==> src/rtl/uart_irq_pkg.sv <==
package uart_irq_pkg;
  localparam int NSRC = 5;
  localparam int SRC_LINE = 0;
  localparam int SRC_RXDATA = 1;
  localparam int SRC_TMO = 2;
  localparam int SRC_TXE = 3;
  localparam int SRC_MODEM = 4;

  localparam logic [3:0] IID_NONE    = 4'b0001;
  localparam logic [3:0] IID_LINE    = 4'b0110;
  localparam logic [3:0] IID_RXDATA  = 4'b0100;
  localparam logic [3:0] IID_TMO     = 4'b1100;
  localparam logic [3:0] IID_TXEMPTY = 4'b0010;
  localparam logic [3:0] IID_MODEM   = 4'b0000;

  function automatic logic [4:0] trig_bytes(input logic [1:0] sel);
    case (sel)
      2'd0:    trig_bytes = 5'd1;
      2'd1:    trig_bytes = 5'd4;
      2'd2:    trig_bytes = 5'd8;
      default: trig_bytes = 5'd14;
    endcase
  endfunction
endpackage

==> src/rtl/uart_irq_sticky.sv <==
module uart_irq_sticky #(
  parameter int N = 3
) (
  input  logic         clk,
  input  logic         rst,
  input  logic [N-1:0] set_evt,
  input  logic [N-1:0] clr_evt,
  output logic [N-1:0] pend
);
  for (genvar i = 0; i < N; i++) begin : g_flag
    logic flag_q;
    always_ff @(posedge clk) begin
      if (rst)             flag_q <= 1'b0;
      else if (set_evt[i]) flag_q <= 1'b1;
      else if (clr_evt[i]) flag_q <= 1'b0;
    end
    assign pend[i] = flag_q;

    // set beats a simultaneous clear
    p_set_wins_r10: assert property (@(posedge clk) disable iff (rst)
      set_evt[i] |=> pend[i]);
    // clear without set drops the flag (covers R2, R5, R6)
    p_clear_r2: assert property (@(posedge clk) disable iff (rst)
      (clr_evt[i] && !set_evt[i]) |=> !pend[i]);
  end
endmodule

==> src/rtl/uart_irq_rxmon.sv <==
module uart_irq_rxmon
  import uart_irq_pkg::*;
#(
  parameter int LVL_W    = 5,
  parameter int TO_CHARS = 4
) (
  input  logic             clk,
  input  logic             rst,
  input  logic             fifo_mode,
  input  logic [1:0]       trig_sel,
  input  logic [LVL_W-1:0] rx_level,
  input  logic             rx_push,
  input  logic             rx_pop,
  input  logic             rxbuf_rd,
  input  logic             char_tick,
  output logic             rda_pend,
  output logic             tmo_pend
);
  localparam int CNT_W = $clog2(TO_CHARS + 1);

  logic [4:0]       thr_c;
  logic             rda_q;
  logic             tmo_q;
  logic [CNT_W-1:0] cnt_q;
  logic             restart_c;

  assign thr_c = fifo_mode ? trig_bytes(trig_sel) : 5'd1;

  always_ff @(posedge clk) begin
    if (rst) rda_q <= 1'b0;
    else     rda_q <= (int'(rx_level) >= int'(thr_c));
  end

  assign restart_c = !fifo_mode || (rx_level == '0) || rx_push || rx_pop || rxbuf_rd;

  always_ff @(posedge clk) begin
    if (rst || restart_c) begin
      cnt_q <= '0;
      tmo_q <= 1'b0;
    end else if (char_tick && !tmo_q) begin
      cnt_q <= cnt_q + 1'b1;
      if (cnt_q == CNT_W'(TO_CHARS - 1)) tmo_q <= 1'b1;
    end
  end

  assign rda_pend = rda_q;
  assign tmo_pend = tmo_q;

  p_rda_empty_r3: assert property (@(posedge clk) disable iff (rst)
    (rx_level == '0) |=> !rda_pend);
  p_tmo_empty_r4: assert property (@(posedge clk) disable iff (rst)
    (rx_level == '0) |=> !tmo_pend);
  p_tmo_mode_r4: assert property (@(posedge clk) disable iff (rst)
    !fifo_mode |=> !tmo_pend);
  p_tmo_count_r4: assert property (@(posedge clk) disable iff (rst)
    tmo_pend |-> (cnt_q == CNT_W'(TO_CHARS)));
endmodule

==> src/rtl/uart_irq_arb.sv <==
module uart_irq_arb
  import uart_irq_pkg::*;
(
  input  logic [NSRC-1:0] pend,
  input  logic [NSRC-1:0] en,
  output logic [3:0]      iid
);
  logic [NSRC-1:0] act_c;
  assign act_c = pend & en;

  always_comb begin
    if (act_c[SRC_LINE])        iid = IID_LINE;
    else if (act_c[SRC_RXDATA]) iid = IID_RXDATA;
    else if (act_c[SRC_TMO])    iid = IID_TMO;
    else if (act_c[SRC_TXE])    iid = IID_TXEMPTY;
    else if (act_c[SRC_MODEM])  iid = IID_MODEM;
    else                        iid = IID_NONE;
  end
endmodule

==> src/rtl/uart_irq_ident.sv <==
module uart_irq_ident
  import uart_irq_pkg::*;
#(
  parameter int LVL_W    = 5,
  parameter int TO_CHARS = 4
) (
  input  logic             clk,
  input  logic             rst,
  input  logic             fifo_mode,
  input  logic [1:0]       trig_sel,
  input  logic [4:0]       src_en,
  input  logic             line_err,
  input  logic             linestat_rd,
  input  logic [LVL_W-1:0] rx_level,
  input  logic             rx_push,
  input  logic             rx_pop,
  input  logic             rxbuf_rd,
  input  logic             char_tick,
  input  logic             tx_empty_evt,
  input  logic             txhold_wr,
  input  logic             id_rd,
  input  logic             modem_chg,
  input  logic             modemstat_rd,
  output logic [7:0]       id_reg,
  output logic             irq
);
  localparam int NSTICKY = 3;

  logic [NSRC-1:0]    pend;
  logic [NSTICKY-1:0] st_set, st_clr, st_pend;
  logic [3:0]         iid;
  logic               rda_p, tmo_p;

  // sticky order: 0 line status, 1 transmit empty, 2 modem
  assign st_set = {modem_chg, tx_empty_evt, line_err};
  assign st_clr = {modemstat_rd, txhold_wr || (id_rd && iid == IID_TXEMPTY), linestat_rd};

  uart_irq_sticky #(.N(NSTICKY)) u_sticky (
    .clk(clk), .rst(rst), .set_evt(st_set), .clr_evt(st_clr), .pend(st_pend)
  );

  uart_irq_rxmon #(.LVL_W(LVL_W), .TO_CHARS(TO_CHARS)) u_rxmon (
    .clk(clk), .rst(rst), .fifo_mode(fifo_mode), .trig_sel(trig_sel),
    .rx_level(rx_level), .rx_push(rx_push), .rx_pop(rx_pop),
    .rxbuf_rd(rxbuf_rd), .char_tick(char_tick),
    .rda_pend(rda_p), .tmo_pend(tmo_p)
  );

  assign pend[SRC_LINE]   = st_pend[0];
  assign pend[SRC_RXDATA] = rda_p;
  assign pend[SRC_TMO]    = tmo_p;
  assign pend[SRC_TXE]    = st_pend[1];
  assign pend[SRC_MODEM]  = st_pend[2];

  uart_irq_arb u_arb (.pend(pend), .en(src_en), .iid(iid));

  assign id_reg = {fifo_mode, fifo_mode, 2'b00, iid};
  assign irq    = (pend & src_en) != '0;

  p_irq_code_r9: assert property (@(posedge clk) disable iff (rst)
    irq == !id_reg[0]);
  p_fifo_bits_r8: assert property (@(posedge clk) disable iff (rst)
    (id_reg[7:6] == {2{fifo_mode}}) && (id_reg[5:4] == 2'b00));
  p_line_first_r2: assert property (@(posedge clk) disable iff (rst)
    (pend[SRC_LINE] && src_en[SRC_LINE]) |-> (id_reg[3:0] == IID_LINE));
  p_masked_none_r7: assert property (@(posedge clk) disable iff (rst)
    ((pend & src_en) == '0) |-> (id_reg[3:0] == IID_NONE));
  p_thre_hidden_r5: assert property (@(posedge clk) disable iff (rst)
    (pend[SRC_TXE] && id_rd && !txhold_wr && iid != IID_TXEMPTY) |=> pend[SRC_TXE]);
endmodule

==> config.mk <==
export PLATFORM = sky130hd
export DESIGN_NAME = uart_irq_ident
export DESIGN_NICKNAME = d
export VERILOG_FILES = /design/src/rtl/uart_irq_pkg.sv /design/src/rtl/uart_irq_sticky.sv /design/src/rtl/uart_irq_rxmon.sv /design/src/rtl/uart_irq_arb.sv /design/src/rtl/uart_irq_ident.sv
export SDC_FILE = /design/constraint.sdc
export NUM_CORES = 1
export LEC_CHECK = 0
export ABC_AREA = 0
export BUFFER_PORTS_ARGS = -buffer_cell sky130_fd_sc_hd__buf_2
export CAP_MARGIN = 20
export CORE_AREA = 3 3 40 42
export CTS_BUF_LIST = sky130_fd_sc_hd__clkbuf_4
export CTS_CLUSTER_SIZE = 25
export DETAILED_ROUTE_END_ITERATION = 16
export DIE_AREA = 0 0 43 45
export GPL_TIMING_DRIVEN = 0
export PLACE_DENSITY_LB_ADDON = 0.1
export SYNTH_ARGS = -nofsm -noshare
export SYNTH_HDL_FRONTEND = slang
export SYNTH_SLANG_ARGS = --single-unit
==> constraint.sdc <==
create_clock -name clk -period 1.5 [get_ports clk]
set_input_delay 0.225 -clock clk [delete_from_list [all_inputs] [get_ports clk]]
set_output_delay 0.225 -clock clk [all_outputs]
set_load 0.1 [all_outputs]
==> flow_metrics.env <==
export IMPL_postLayoutCoreUtil_pct=64.6
export IMPL_layout_commonest_cell="buf_2"
export IMPL_hpwl_mm=1.03
export IMPL_ir_drop_mv=0.468
export IMPL_hold_viol=0
export IMPL_synth_top_area_share_pct=31.2
export IMPL_hp_class="in -> reg"
export IMPL_syn_area_per_cell_um2=8.27
export IMPL_dr_pass1_iters=2
export IMPL_drc=0
export IMPL_initial_core_util_pct=39.9
export IMPL_power_internal_uw=414
export IMPL_timing_rr_start="u_rxmon.cnt_q[0]"
export IMPL_p_leak_nw=0.431
export IMPL_cts_max_path_buffers=2
export IMPL_cts_root_buf="clkbuf_4"
export IMPL_power_switching_uw=267
export IMPL_io_pin_count=35
export IMPL_yosysUniqueCellTypes=25
export IMPL_layout_drive_gt1_share_pct=52.0
export IMPL_rr_endpoint="u_rxmon.cnt_q[2]"
export IMPL_layout_nets=134
export IMPL_cp_num_cells=4
export IMPL_r2r_cells=3
export IMPL_cp_top_family="compound AO/OA/AOI/OAI gates"
export IMPL_fill_cells=112
export IMPL_critPathLaunchType="flip-flop"
export IMPL_final_setup_worst_slack_ps=-13.5
export IMPL_cp_max_fo=4
export IMPL_slowest_stage="a221o_4"
export IMPL_clkSinkCount=8
export IMPL_finalCriticalPeriod_ps=1510
export IMPL_p_sw_share_pct=39.2
export IMPL_maxCapViolCount=0
export IMPL_path_cells="nand2_4, nand3_4, a221o_4, buf_12"
export IMPL_power_uw=680
export IMPL_cts_tree="done"
export IMPL_rsz0062_at_grt="true"
export IMPL_drv_slew=0
export IMPL_hold_path_depth=3
export IMPL_port_buffers=32
export IMPL_dieArea_um2=1940
export IMPL_globalRouteMet3Util_pct=3.98
export IMPL_startpoint="u_rxmon.tmo_pend"
export IMPL_h_tree_depth=1
export IMPL_grt_max_degree=8
export IMPL_synth_sequential_area_ratio_pct=31.2
export IMPL_outcome="finished with violations"
export IMPL_yosys_warnings=0
export IMPL_cts_hold_buf=0
export IMPL_antenna_cells=0
export IMPL_antenna_found_initial=0
export IMPL_rows=13
export IMPL_die_w_um=43
export IMPL_period_share_pct=101
export IMPL_post_drt_wl_per_cell_um=10.7
export IMPL_cts_buffers_inserted=3
export IMPL_syn_area_um2=513
export IMPL_cpPeakStageDelay_ps=350
export IMPL_p_clk_share_pct=23.5
export IMPL_path_class="reg -> out"
export IMPL_violations="setup timing"
export IMPL_routed_via_count=554
export IMPL_ant_nets=0
export IMPL_holdPathEnd="u_sticky.g_flag[2].flag_q"
export IMPL_min_from="modem_chg"
export IMPL_setup_violations=1
export IMPL_area_delta_synth_final_pct=61.7
export IMPL_ys_top_cells_by_area="dfxtp_1 (31%), ha_1 (15%), buf_4 (5.9%)"
export IMPL_coreArea_um2=1280
export IMPL_globalRouteOverflowTotal=0
export IMPL_fmax_mhz=661
export IMPL_finClkSkew_ps=4.75
export IMPL_end_kind="output port"
export IMPL_die_height_um=45
export IMPL_ff2ff_setup_slack_ps=450
export IMPL_grt_pass1_vias=511
export IMPL_grtUsageMet1_pct=15.3
export IMPL_mostFrequentLayoutCells="buf_2 (29), buf_4 (7), nor2_1 (6), ha_1 (6), dfxtp_1 (6)"
export IMPL_grt_busiest_layer="met2"
export IMPL_critPathArrivalTime_ps=1290
export IMPL_grt_util_all_layers_pct=14.3
export IMPL_crit_buf_inv=1
export IMPL_grt_use_met2_pct=24.0
export IMPL_synth_area_leader_cell="dfxtp_1"
export IMPL_comb_power_share_pct=42.6
export IMPL_cp_required_ps=1270
export IMPL_synthCells=62
export IMPL_gp_congestion=0.671
export IMPL_clkTransAtPathRegs_ps=50
export IMPL_synth_seq_cells=8
export IMPL_p_seq_share_pct=34.0
export IMPL_via_per_inst=4.82
export IMPL_drt_iter0_drc=3
export IMPL_wl_mm=1.24
export IMPL_insertion_delay_ps=250
export IMPL_cellPowerDensity_nw_per_um2=820
export IMPL_grt_pass1_wl_mm=2.03
## area by class of cell
cell class	instances	area, um2	area share [%]
multi-input combinational	46	369	44.5
timing repair buffer	34	208	25.0
sequential	8	163	19.6
buffer	4	30.0	3.62
clock buffer	3	22.5	2.71
inverter	5	18.8	2.26
tap	15	18.8	2.26
## per-layer routing
layer	up-vias	part of all wire (%)
li1	296	-
met1	228	41
met2	28	47
met3	2	10
met4	0	1.3
met5	-	0
## worst max-delay path by stage
stage	slack, ps	to
floorplan	-360	id_reg[0]
global placement	100	id_reg[0]
detailed placement	80	id_reg[0]
CTS	-20	irq
global route	-60	irq
finish	-10	irq
## per-stage QoR
step / setup TNS, ps / std cells / hold slack, ps / area (um2) / setup slack, ps
2_1_floorplan: -392 / 63 / 297 / 568 / -363
3_3_place_gp: 0 / 110 / 430 / 747 / 102
3_5_place_dp: 0 / 110 / 445 / 747 / 82.7
4_1_cts: -17.1 / 114 / 186 / 808 / -17.1
5_1_grt: -60.6 / 115 / 193 / 830 / -60.6
6_report: -13.5 / 115 / 186 / 830 / -13.5
## kinds of logic after synthesis
family	after synthesis	share of synthesized area (%)
other	1	0.731
xor gates and xnor gates	1	1.71
buffers and inverters	9	9.51
and+or+nand+nor	24	22.7
adders and majority gates	6	14.6
DFF	8	31.2
AOI/OAI and AO/OA	12	17.6
muxes	1	1.95
## flip-flops by register name, indices dropped and copies added (netlist names)
| register | count |
|---|---|
| u_rxmon.rda_pend | 1 |
| u_rxmon.cnt_q | 3 |
| u_rxmon.tmo_pend | 1 |
| u_sticky.g_flag.flag_q | 3 |
## cell usage after synthesis, drive strengths merged
library cell	instances
conb	1
a21oi	3
inv	5
nand4b	1
mux2i	1
xnor2	1
nor2	7
o21ai	3
nor3	1
or4	1
nor2b	2
dfxtp	8
buf	4
o221a	1
nand3	2
a221oi	1
a221o	1
nor3b	1
nand4	1
ha	6
nor4	1
o211ai	1
o311a	1
a211oi	1
nand2	7
## power by group through the flow
stage	logic, mW	clock network (mW)	registers [mW]
floorplan	0.198	0	0.233
global placement	0.257	0	0.234
detailed placement	0.260	0	0.234
CTS	0.284	0.165	0.230
global route	0.307	0.183	0.232
finish	0.289	0.160	0.231
## tightest hold or removal path, delay by kind of cell
family	cells	cell delay, ps
AO/OA/AOI/OAI	1	30
AND/OR/NAND/NOR	1	70
buffers and inverters	1	70
## repair_timing
| action | CTS | global route |
|---|---|---|
| resized for setup | 10 | 3 |
| setup endpoints to repair | 3 | 4 |
| setup buffers | 1 | 1 |
| cloned | 0 | 0 |
| pin swaps | 1 | 3 |
Power figures use the tool's default switching activity.
